## config.mk

```make
export PLATFORM = sky130hd
export DESIGN_NAME = modem_status_reg
export DESIGN_NICKNAME = d
export VERILOG_FILES = /design/src/rtl/msr_pkg.sv /design/src/rtl/msr_src_sel.sv /design/src/rtl/msr_change_det.sv /design/src/rtl/msr_delta_ctl.sv /design/src/rtl/modem_status_reg.sv
export SDC_FILE = /design/constraint.sdc
export NUM_CORES = 1
export LEC_CHECK = 0
export BUFFER_PORTS_ARGS = -buffer_cell sky130_fd_sc_hd__buf_2
export CAP_MARGIN = 25
export CORE_AREA = 2 2 39 41
export CTS_BUF_LIST = sky130_fd_sc_hd__clkbuf_8
export CTS_CLUSTER_DIAMETER = 50
export DETAILED_ROUTE_END_ITERATION = 10
export DIE_AREA = 0 0 41 43
export PLACE_DENSITY_LB_ADDON = 0.15
export SYNTH_ARGS = -nofsm -noshare
export SYNTH_HDL_FRONTEND = slang
export SYNTH_SLANG_ARGS = --single-unit
export TNS_END_PERCENT = 5
```

## constraint.sdc

```tcl
create_clock -name clk -period 1.3 [get_ports clk]
set_input_delay 0.195 -clock clk [delete_from_list [all_inputs] [get_ports clk]]
set_output_delay 0.195 -clock clk [all_outputs]
set_load 0.02 [all_outputs]
```

## src/rtl/msr_pkg.sv

```systemverilog
package msr_pkg;
  localparam int unsigned LINES = 4;
  localparam int unsigned BYTE_W = 2 * LINES;

  // line order inside every vector; bit position of the status byte depends on it
  localparam int unsigned L_CTS = 0;
  localparam int unsigned L_DSR = 1;
  localparam int unsigned L_RI  = 2;
  localparam int unsigned L_DCD = 3;

  // lines whose flag reacts only to a 1->0 transition
  localparam logic [LINES-1:0] FALL_ONLY_MASK = LINES'(1) << L_RI;

  typedef logic [LINES-1:0] line_vec_t;
endpackage

```

## src/rtl/msr_src_sel.sv

```systemverilog
module msr_src_sel #(
  parameter int unsigned W = 4
) (
  input  logic         loop_en,
  input  logic [W-1:0] pin_vec,
  input  logic [W-1:0] loop_vec,
  output logic [W-1:0] sel_vec
);
  always_comb begin
    sel_vec = loop_en ? loop_vec : pin_vec;
  end
endmodule

```

## src/rtl/msr_change_det.sv

```systemverilog
module msr_change_det #(
  parameter int unsigned W = 4,
  parameter logic [W-1:0] FALL_ONLY = '0
) (
  input  logic         clk,
  input  logic         rst_n,
  input  logic [W-1:0] cur,
  output logic [W-1:0] evt
);
  logic [W-1:0] prev_q;

  // reset captures the present levels as the baseline
  always_ff @(posedge clk) begin
    prev_q <= cur;
  end

  for (genvar i = 0; i < W; i++) begin : g_line
    if (FALL_ONLY[i]) begin : g_fall
      assign evt[i] = rst_n & prev_q[i] & ~cur[i];
    end else begin : g_any
      assign evt[i] = rst_n & (prev_q[i] ^ cur[i]);
    end
  end
endmodule

```

## src/rtl/msr_delta_ctl.sv

```systemverilog
module msr_delta_ctl #(
  parameter int unsigned W = 4
) (
  input  logic         clk,
  input  logic         rst_n,
  input  logic         rd,
  input  logic [W-1:0] evt,
  output logic [W-1:0] flags
);
  logic         rd_q;
  logic [W-1:0] pend_q;
  logic         trail;

  assign trail = rd_q & ~rd;

  always_ff @(posedge clk) begin
    if (!rst_n) begin
      rd_q   <= 1'b0;
      pend_q <= '0;
      flags  <= '0;
    end else begin
      rd_q <= rd;
      if (trail) begin
        // a change seen during the read sets a clear flag, cancels a set one
        flags  <= (pend_q | evt) & ~flags;
        pend_q <= '0;
      end else if (rd) begin
        pend_q <= pend_q | evt;
      end else begin
        flags <= flags | evt;
      end
    end
  end
endmodule

```

## src/rtl/modem_status_reg.sv

```systemverilog
module modem_status_reg
  import msr_pkg::*;
(
  input  logic       clk,
  input  logic       rst_n,
  input  logic       cts_i,
  input  logic       dsr_i,
  input  logic       ri_i,
  input  logic       dcd_i,
  input  logic       loop_en_i,
  input  logic       loop_rts_i,
  input  logic       loop_dtr_i,
  input  logic       loop_out1_i,
  input  logic       loop_out2_i,
  input  logic       rd_strobe_i,
  output logic [7:0] rd_data_o
);
  line_vec_t pins, loops, live, evt, flags;

  always_comb begin
    pins         = '0;
    pins[L_CTS]  = cts_i;
    pins[L_DSR]  = dsr_i;
    pins[L_RI]   = ri_i;
    pins[L_DCD]  = dcd_i;
    loops        = '0;
    loops[L_CTS] = loop_rts_i;
    loops[L_DSR] = loop_dtr_i;
    loops[L_RI]  = loop_out1_i;
    loops[L_DCD] = loop_out2_i;
  end

  msr_src_sel #(.W(LINES)) u_sel (
    .loop_en  (loop_en_i),
    .pin_vec  (pins),
    .loop_vec (loops),
    .sel_vec  (live)
  );

  msr_change_det #(.W(LINES), .FALL_ONLY(FALL_ONLY_MASK)) u_det (
    .clk   (clk),
    .rst_n (rst_n),
    .cur   (live),
    .evt   (evt)
  );

  msr_delta_ctl #(.W(LINES)) u_dlt (
    .clk   (clk),
    .rst_n (rst_n),
    .rd    (rd_strobe_i),
    .evt   (evt),
    .flags (flags)
  );

  assign rd_data_o = {live, flags};
endmodule

```

== Word level (Yosys, flattened, before mapping) ==
Cells that the tools add are included.

* Flip-flop bits (word level): 13
* Input port bits: 12
* Output and inout bits: 8
* Logic and storage cells: 25

* Equality and inequality tests: 1
* Muxes and demuxes: 3
* Bitwise operators: 16
* Reductions and logical operators: 1

{| class="wikitable"
|+ Operator list
! cell !! count
|-
| $mux 4 || 3
|-
| $or 4x4->4 || 2
|-
| $and 1x1->1 || 6
|-
| $and 4x4->4 || 1
|-
| $not 4->4 || 1
|-
| $not 1->1 || 3
|-
| $xor 1x1->1 || 3
|-
| $ne 2x1->1 const B || 1
|-
| $reduce_or 2->1 || 1
|}

== Logic depth before layout (Yosys ltp) ==
Gate-level depths: netlist of run 1.

* Depth after elaboration: 6
* Mapped depth: 5
* Mapped depth without buffers: 3

== Cells and area by module ==
A second synthesis of run 1 with hierarchy kept.

* Cell total of the unflattened synthesis: 60
* Area, all modules: 563.0 µm²

{| class="wikitable"
|+ Modules (own cells, without submodules)
! module !! times used !! cells an instance !! area each (µm²)
|-
| msr_delta_ctl || 1 || 44 || 385.4
|-
| msr_change_det || 1 || 12 || 132.6
|-
| msr_src_sel || 1 || 4 || 45.0
|}

== Least setup slack after synthesis of run 1 ==
Ideal clock, no wire load.

* Path type: reg2reg
* Start: register u_dlt.rd_q
* End: register u_dlt.flags[3]
* Library setup time: 0.128 ns
* Data arrival time: 0.851 ns
* Data required time: 1.172 ns
* Setup slack: 0.321 ns
* Stages on the path, launching flop included: 5
* Path buffers: 1
* Period minus slack after synthesis: 0.979 ns
* Cells stage by stage: dfxtp_1 > nand2b_1 > buf_2 > a22oi_1 > a211oi_2

* Longest elaborated chain between the ends: 2
* Elaborated cells between the ends (all ways): 3
* Those cells by class: 1 x eq/ne; 1 x mux; 1 x bitwise

{| class="wikitable"
|+ RTL lines
! element !! RTL line !! RTL
|-
| from (decl) || msr_delta_ctl.sv:10 || <nowiki>logic rd_q;</nowiki>
|-
| from (signal assigned) || msr_delta_ctl.sv:22 || <nowiki>rd_q <= rd;</nowiki>
|-
| $and 1x1->1 (*) || msr_delta_ctl.sv:14 || <nowiki>assign trail = rd_q & ~rd;</nowiki>
|-
| $ne 2x1->1 (no line) or $mux 4 (tied branches) || n/a ||
|-
| to (signal assigned) || msr_delta_ctl.sv:25 || <nowiki>flags <= (pend_q | evt) & ~flags;</nowiki>
|-
| to (signal assigned) || msr_delta_ctl.sv:30 || <nowiki>flags <= flags | evt;</nowiki>
|-
| to (decl) || msr_delta_ctl.sv:8 || <nowiki>output logic [W-1:0] flags</nowiki>
|}

Mark *: on every way between the ends. The rest lies on a longest branch, timed or not.
A chain may end at the register's enable or synchronous reset.

== Final worst setup path of run 1 ==
* Start: input loop_en_i
* End: output rd_data_o[6]

* Longest elaborated chain between the ends: 1

{| class="wikitable"
|+ RTL lines
! element !! RTL line !! RTL
|-
| from (decl) || modem_status_reg.sv:10 || <nowiki>input logic loop_en_i,</nowiki>
|-
| $mux 4 || msr_src_sel.sv:10 || <nowiki>sel_vec = loop_en ? loop_vec : pin_vec;</nowiki>
|-
| to (decl) || modem_status_reg.sv:16 || <nowiki>output logic [7:0] rd_data_o</nowiki>
|}

Every way passes these cells.

==> impl_metrics.tcl, run 1 <==
set metrics [dict create \
    status "finished, final reports clean" \
    first_iter_violations 9 \
    yosys.area.top_type_share_pct 47.7 \
    tightest_slew_ns 0.239 \
    ys_seq_elements 13 \
    worst_slack_ns 0.231 \
    finalSetupViolations 0 \
    drc 0 \
    die_h_um 43 \
    p_leak_nw 0.334 \
    htree_levels 1 \
    port_buffers 19 \
    grt_use_total_pct 15.6 \
    maxCapViolations 0 \
    core_sq_mm 0.00138 \
    cts_buffers 3 \
    post-cts-setup-buffers 0 \
    start_util_pct 39.4 \
    clkLatencyLatePin_ns 0.24 \
    cp_common_cell "buf_2" \
    antenna_cells 0 \
    cts_hold_buffers 0 \
    grt_max_degree 10 \
    vias_per_cell 5.08 \
    cp_max_fo 4 \
    mostFrequentLayoutCells "buf_2 (19), dfxtp_1 (13), inv_1 (8)" \
    min_period_over_period_pct 82.2 \
    ir_drop_mv 0.702 \
    grt_pass1_vias 425 \
    power_density_mw_per_mm2 1380 \
    vias 493 \
    period_needed_ns 1.07 \
    syn_nets 71 \
    fin_tns_setup_ns 0 \
    maxSlewViolCount 0 \
    ant_nets 0 \
    start_kind "input pin" \
    fmax_mhz 935 \
    die_area_sq_mm 0.00176 \
    post-place-ws_ns 0.139 \
    antenna_found_initial 0 \
    required_ns 1.11 \
    worstSetupPathType "in2out" \
    cts_tree "yes" \
    overflow 0 \
    synth_area_sq_um 546 \
    cp.arrival_ns 0.87 \
    area_growth_syn_to_layout_pct 28.4 \
    cts_sinks 13 \
    cp-end-kind "output pin" \
    total_power_mw 0.970 \
    io_pins 20 \
    rsz0062_at_grt "false" \
    path_cells "buf_2 -> mux2i_1 -> inv_1 -> buf_2" \
    hold_viol 0 \
    drive_gt1_share_pct 30.9 \
    syn_inst 59 \
    ys_types 22 \
    r2r_slack_ns 0.28 \
    place.gp.congestion 0.749 \
    cts-root-buf "clkbuf_8" \
    critical_path.max_stage_delay_ns 0.29 \
    hpwlAfterDp_um 809 \
    syn_area_per_cell_sq_um 9.25 \
    grt_pass1_wl_um 1820 \
    fin_skew_ns 0.00186 \
    critical_path_buf_inv_count 3 \
    slowest_stage "mux2i_1" \
    synth.area.top_cells "dfxtp_1 (48%), a21oi_1 (6.4%), mux2i_1 (5.5%), inv_1 (4.8%), a22oi_1 (4.1%)" \
    final_common_cell "buf_2" \
    nets 94 \
    ys_seq_area_share_pct 47.7 \
    synth_area_leader_cell "dfxtp_1" \
    fillers 136 \
    drt_wl_total_um 1070 \
    path_clk_slew_ns 0.05 \
    clockBufferDepth 2 \
    die_width_um 41 \
    worstHoldPathType "in2reg" \
    final_core_utilization_pct 50.6 \
    ys_warn_count 0 \
    dr.pass1.iters 4 \
    timing.slew.headroom_pct 83.6 \
    cp_top_family "buffers and inverters" \
    wl_per_cell_um 11.0 \
    rows 14 \
    cts_resized 0 \
]
[per-layer routing]
metal	GRT usage, %	vias to the layer above	share of wire [%]	routed length (um)
met5	0	-	0	0
met4	10.0	0	2.8	30
met2	19.1	23	44	467
met1	22.8	216	46	495
li1	-	249	-	-
met3	4.71	5	6.8	73
[final cells by class]
| cell class | instances | area, sq um | area share [%] |
|---|---|---|---|
| timing repair buffer | 20 | 103 | 14.6 |
| clock inverter | 1 | 3.75 | 0.536 |
| inverter | 7 | 26.3 | 3.75 |
| multi-input combinational | 37 | 246 | 35.2 |
| sequential | 13 | 260 | 37.1 |
| clock buffer | 3 | 41.3 | 5.89 |
| tap | 16 | 20.0 | 2.86 |
[logic make-up after synthesis]
kind of cell           Yosys count  share of synthesized area (%)
buffers and inverters            9                           7.11
AO/OA/AOI/OAI                   18                           20.6
AND/OR/NAND/NOR                 12                           11.5
multiplexers                     4                           8.26
XOR/XNOR                         3                           4.82
flip-flops                      13                           47.7
[worst register-to-register path: cells and delay by family, from the launching register on]
| family | cells | cell delay, ns |
|---|---|---|
| compound gates | 2 | 0.32 |
| flops | 1 | 0.39 |
| simple gates | 1 | 0.20 |
[final timing paths]
| path | end | cells past startpoint | startpoint |
|---|---|---|---|
| worst max-delay path | rd_data_o[6] | 4 | loop_en_i |
| worst min-delay path | u_det.prev_q[3] | 2 | loop_out2_i |
| worst max register to register | u_dlt.flags[3] | 3 | u_dlt.rd_q |
| worst min register to register | u_dlt.pend_q[1] | 2 | u_dlt.pend_q[1] |
[sequential cells by signal (all words and copies together) (netlist names)]
| signal | cells |
|---|---|
| u_dlt.flags | 4 |
| u_dlt.pend_q | 4 |
| u_det.prev_q | 4 |
| u_dlt.rd_q | 1 |
[synthesized netlist by cell type]
master / count
mux2_4: 1
xor2_1: 2
nand4_1: 1
xnor2_1: 1
nand3_1: 1
o22ai_1: 1
a31oi_1: 1
a211oi_1: 2
nand2b_1: 1
inv_1: 7
nor2_1: 4
a21oi_1: 7
nor2b_1: 2
mux2i_1: 3
nor4bb_1: 1
buf_2: 1
nand2_1: 2
dfxtp_1: 13
buf_4: 1
a22oi_1: 3
o21ai_0: 3
a211oi_2: 1
[metrics by stage]
| step | hold WS (ns) | instances | cell area, sq um |
|---|---|---|---|
| finish | 0.206 | 97 | 701 |
| CTS | 0.206 | 97 | 701 |
| global route | 0.200 | 97 | 701 |
| global placement | 0.449 | 93 | 656 |
| detailed placement | 0.453 | 93 | 656 |
| floorplan | 0.325 | 59 | 546 |
[power by group]
part / switching, mW / leakage (nW) / internal (mW) / total (mW)
combinational: 0.0926 / 0.199 / 0.0715 / 0.164
sequential: 0.0240 / 0.108 / 0.434 / 0.458
clock: 0.140 / 0.0269 / 0.208 / 0.348
(Power assumes the default switching activity.)
==> run 2, diff against run 1 <==
Clock period 1.3 ns to 0.88 ns, I/O delays scaled along.
==> run 2 against run 1 <==
Effect of this change: non-clock buffer count rose by 4; power rose by 56%; first-iteration DRC count fell by 67%; cell count rose by 4.1%; hold slack got worse by 0.074 ns; register-to-register slack got worse by 0.33 ns; the flow now finishes with violations (setup timing); global-route usage rose by 0.77 points; clock power rose by 50%; combinational power rose by 90%; core utilization rose by 9.0 points; critical path type is now reg2out; design area rose by 18%; clock skew fell by 0.0015 ns.
==> impl_metrics.tcl, run 2 (synthesis gave the netlist of run 1 again) <==
set metrics [dict create \
    status "finished, violations left" \
    failed_checks "setup timing" \
    die_h_um 43 \
    worstSetupPathType "reg2out" \
    timing.rr.end "u_dlt.flags[2]" \
    hpwlAfterDp_um 823 \
    cp.arrival_ns 0.81 \
    post-cts-setup-buffers 0 \
    top_regs "u_det.prev_q: 4 flops, u_dlt.flags: 4 flops, u_dlt.pend_q: 4 flops" \
    clockBufferDepth 2 \
    start_kind "flop" \
    maxSlewViolCount 0 \
    grt_pass1_vias 447 \
    rows 14 \
    wl_per_cell_um 11.5 \
    r2r_slack_ns -0.05 \
    power_density_mw_per_mm2 1840 \
    cts-root-buf "clkbuf_8" \
    drc 0 \
    antenna_cells 0 \
    p_leak_nw 0.367 \
    r2r-start "u_dlt.rd_q" \
    first_iter_violations 3 \
    required_ns 0.75 \
    port_buffers 19 \
    nets 98 \
    rsz0062_at_grt "true" \
    cts_hold_buffers 0 \
    min_to "u_det.prev_q[0]" \
    finalSetupViolations 4 \
    clkLatencyLatePin_ns 0.24 \
    cts_sinks 13 \
    timing.slew.headroom_pct 83.5 \
    holdWs_ns 0.132 \
    cts_tree "yes" \
    tightest_slew_ns 0.246 \
    core_sq_mm 0.00138 \
    fmax_mhz 1060 \
    layout.cells.non_filler 101 \
    cp-end-kind "output pin" \
    antenna_found_initial 0 \
    fillers 130 \
    drive_gt1_share_pct 48.2 \
    vias 511 \
    worstHoldPathCells 3 \
    hold_viol 0 \
    vias_per_cell 5.06 \
    final_common_cell "buf_2" \
    placedCellCount 97 \
    worstHoldPathType "in2reg" \
    period_needed_ns 0.947 \
    multi_input_area_sq_um 289 \
    area_growth_syn_to_layout_pct 51.4 \
    hold_start "loop_rts_i" \
    cp_max_fo 3 \
    htree_levels 1 \
    maxCapViolations 0 \
    min_period_over_period_pct 108 \
    seq_area_sq_um 272 \
    drt_wl_total_um 1170 \
    r2r_cells 4 \
    grt_pass1_wl_um 1870 \
    ir_drop_mv 1.04 \
    total_power_mw 1.52 \
    dr.pass1.iters 4 \
    start_util_pct 39.4 \
    final_core_utilization_pct 59.7 \
    cts_buffers 3 \
    path_clk_slew_ns 0.05 \
    place.gp.congestion 0.755 \
    die_area_sq_mm 0.00176 \
    worst_slack_ns -0.0668 \
    overflow 0 \
    grt_use_total_pct 16.4 \
    grt_max_degree 9 \
    io_pins 20 \
    mostFrequentLayoutCells "buf_2 (13), inv_1 (8), dfxtp_1 (8)" \
    ant_nets 0 \
    fin_skew_ns 0.000379 \
    die_width_um 41 \
]
run 2: cell types whose count changed in the layout (fill, tap and decap cells not counted), moves of 3 or more:
cell / previous run / this run
buf_6: 0 / 7
buf_2: 19 / 13
dfxtp_1: 13 / 8
buf_4: 1 / 4
dfxtp_2: 0 / 3
mux2i_1: 3 / 0
mux2i_2: 0 / 3
run 2: metrics by stage:
| stage | TNS [ns] | instance area (sq um) | setup WS (ns) |
|---|---|---|---|
| 2_1_floorplan | -0.00151 | 566 | -0.000753 |
| 3_3_place_gp | -1.11 | 699 | -0.174 |
| 3_5_place_dp | -1.25 | 699 | -0.183 |
| 4_1_cts | -0.146 | 810 | -0.0717 |
| 5_1_grt | -0.503 | 826 | -0.133 |
| 6_report | -0.134 | 826 | -0.0668 |
run 2: power breakdown:
part           switching (mW)  leakage, nW  internal, mW
Combinational           0.153        0.230         0.159
Clock                   0.213       0.0269         0.308
Sequential             0.0413        0.110         0.642
Total                   0.407        0.367          1.11
run 2: layout make-up:
type / count / share of cell area, %
sequential: 13 / 32.9
timing repair buffer: 24 / 21.1
inverter: 7 / 3.18
multi-input combinational: 37 / 35.0
clock buffer: 3 / 5.00
tap: 16 / 2.42
clock inverter: 1 / 0.455
run 2: what timing repair did:
item                                    4_1_cts  5_1_grt
pin swaps                                     1        2
endpoints found under the setup margin       13       14
resized for setup                            19        5
run 2: worst max path at each step:
stage	start	endpoint	slack (ns)	depth (start not counted)
after global placement	loop_en_i	u_dlt.flags[3]	-0.17	4
after floorplan	u_dlt.rd_q	u_dlt.flags[0]	-0.0008	4
after CTS	u_dlt.flags[2]	rd_data_o[2]	-0.07	2
final	u_dlt.flags[2]	rd_data_o[2]	-0.07	2
after detailed placement	loop_en_i	u_dlt.pend_q[3]	-0.18	4
after global routing	u_dlt.rd_q	u_dlt.flags[2]	-0.13	4
run 2: layer usage:
layer / track usage (%) / vias to the layer above / part of all wire (%)
li1: - / 256 / -
met1: 21.4 / 226 / 46
met2: 22.8 / 24 / 44
met3: 3.14 / 5 / 6.3
met4: 12.0 / 0 / 3.0
met5: 0 / - / 0
run 2: worst max-delay path, stage by stage, from the launching register on:
cell,delay (ns)
dfxtp_2,0.33
buf_6,0.12
buf_6,0.12
==> run 3, diff against run 2 <==
Settings changed: REMOVE_ABC_BUFFERS set to 1.
Clock period 0.88 ns to 1.1 ns, I/O delays scaled along.
==> run 3 against run 2 <==
Effect of this change: the flow now finishes without violations; setup slack improved by 0.16 ns; combinational power decreased by 36%; first-iteration DRC count unchanged; clock power decreased by 20%; critical endpoint is now rd_data_o[6]; largest cell class is now flip-flops and latches; largest power group unchanged.
==> impl_metrics.tcl, run 3 (synthesis gave the netlist of run 1 again) <==
set metrics [dict create \
    io_pins 20 \
    start_util_pct 39.4 \
    place.gp.congestion 0.762 \
    maxSlewViolCount 0 \
    met3_length_um 59 \
    mostFrequentLayoutCells "buf_2 (19), dfxtp_1 (13), inv_1 (8)" \
    layout.cells.non_filler 99 \
    overflow 0 \
    die_width_um 41 \
    tightest_slew_ns 0.239 \
    fin_tns_setup_ns 0 \
    grt_max_degree 9 \
    hold_viol 0 \
    grt_pass1_wl_um 1570 \
    min_period_over_period_pct 91.9 \
    path_clk_slew_ns 0.05 \
    holdWs_ns 0.168 \
    die_h_um 43 \
    grt_use_total_pct 13.6 \
    required_ns 0.94 \
    area_growth_syn_to_layout_pct 31.7 \
    maxCapViolations 0 \
    top_regs "u_det.prev_q: 4 flops, u_dlt.flags: 4 flops, u_dlt.pend_q: 4 flops" \
    final_common_cell "buf_2" \
    first_iter_violations 3 \
    design_area_sq_um 718 \
    worst_slack_ns 0.0892 \
    place_area_sq_um 671 \
    cp_max_fo 4 \
    wl_met1_um 489 \
    port_buffers 19 \
    drt_wl_total_um 1030 \
    ant_nets 0 \
    fin_skew_ns 0.00137 \
    clockBufferDepth 2 \
    post-place-ws_ns 0.0106 \
    ir_drop_mv 0.909 \
    htree_levels 1 \
    antenna_found_initial 0 \
    start_kind "input pin" \
    timing.slew.headroom_pct 83.6 \
    cts_tree "yes" \
    worstHoldPathType "in2reg" \
    seq_area_sq_um 260 \
    route.top_layer_used "met4" \
    vias_per_cell 4.81 \
    dr_wl_met2_um 453 \
    cts_sinks 13 \
    fillers 130 \
    clkLatencyLatePin_ns 0.25 \
    fmax_mhz 989 \
    cp-end-kind "output pin" \
    multi_input_area_sq_um 249 \
    grt_pass1_vias 391 \
    vias 476 \
    p_leak_nw 0.344 \
    status "finished, final reports clean" \
    nets 96 \
    antenna_cells 0 \
    finalSetupViolations 0 \
    power_density_mw_per_mm2 1610 \
    core_sq_mm 0.00138 \
    cts_hold_buffers 0 \
    dr.pass1.iters 2 \
    die_area_sq_mm 0.00176 \
    cts-root-buf "clkbuf_8" \
    period_needed_ns 1.01 \
    rsz0062_at_grt "false" \
    rows 14 \
    cts_buffers 3 \
    placedCellCount 95 \
    cp.arrival_ns 0.85 \
    drc 0 \
    worstSetupPathType "in2out" \
    drive_gt1_share_pct 33.7 \
    hpwlAfterDp_um 767 \
    wl_per_cell_um 10.4 \
]
## run 3: cell count changes in the layout (fill, tap and decap cells not counted), sizes merged
cell / before / now
buf: 24 / 22
## run 3: path summary, 6_finish.rpt
check	slack (ns)	cells after the start	to	startpoint
worst max register to register	0.12	4	u_dlt.flags[2]	u_dlt.rd_q
worst max-delay path	0.09	4	rd_data_o[6]	loop_en_i
worst min-delay path	0.17	2	u_det.prev_q[3]	loop_out2_i
worst min register to register	0.46	2	u_dlt.pend_q[1]	u_dlt.pend_q[1]
## run 3: worst max-delay path, cell delays in order
cell and delay (ns):
buf_2 0.14, mux2i_1 0.29, inv_1 0.09, buf_2 0.16
## run 3: report_power, final
| group | total, mW | switching (mW) | internal [mW] |
|---|---|---|---|
| logic | 0.199 | 0.109 | 0.0897 |
| registers | 0.539 | 0.0264 | 0.512 |
| clock network | 0.419 | 0.172 | 0.247 |
## run 3: area by class of cell
type	instances	area share, %
clock buffer	3	5.75
clock inverter	1	0.523
inverter	7	3.66
multi-input combinational	37	34.7
sequential	13	36.2
tap	16	2.79
timing repair buffer	22	16.4
## run 3: metrics by stage
step / power [mW] / util, %
floorplan: 0.671 / -
global placement: 0.747 / 48.5
detailed placement: 0.749 / 48.5
CTS: 1.17 / 51.7
global route: 1.22 / 51.9
finish: 1.16 / 51.9
## run 3: what timing repair did
| action | in CTS | in global routing |
|---|---|---|
| setup endpoints to repair | 0 | 1 |
| hold endpoints to repair | 0 | 0 |
| setup buffers | 0 | 0 |
| gates resized for setup | 0 | 1 |
## run 3: per-layer routing
layer	global-route usage, %	up-vias
li1	-	252
met3	3.14	3
met5	0	-
met2	17.5	19
met4	12.0	0
met1	17.8	202
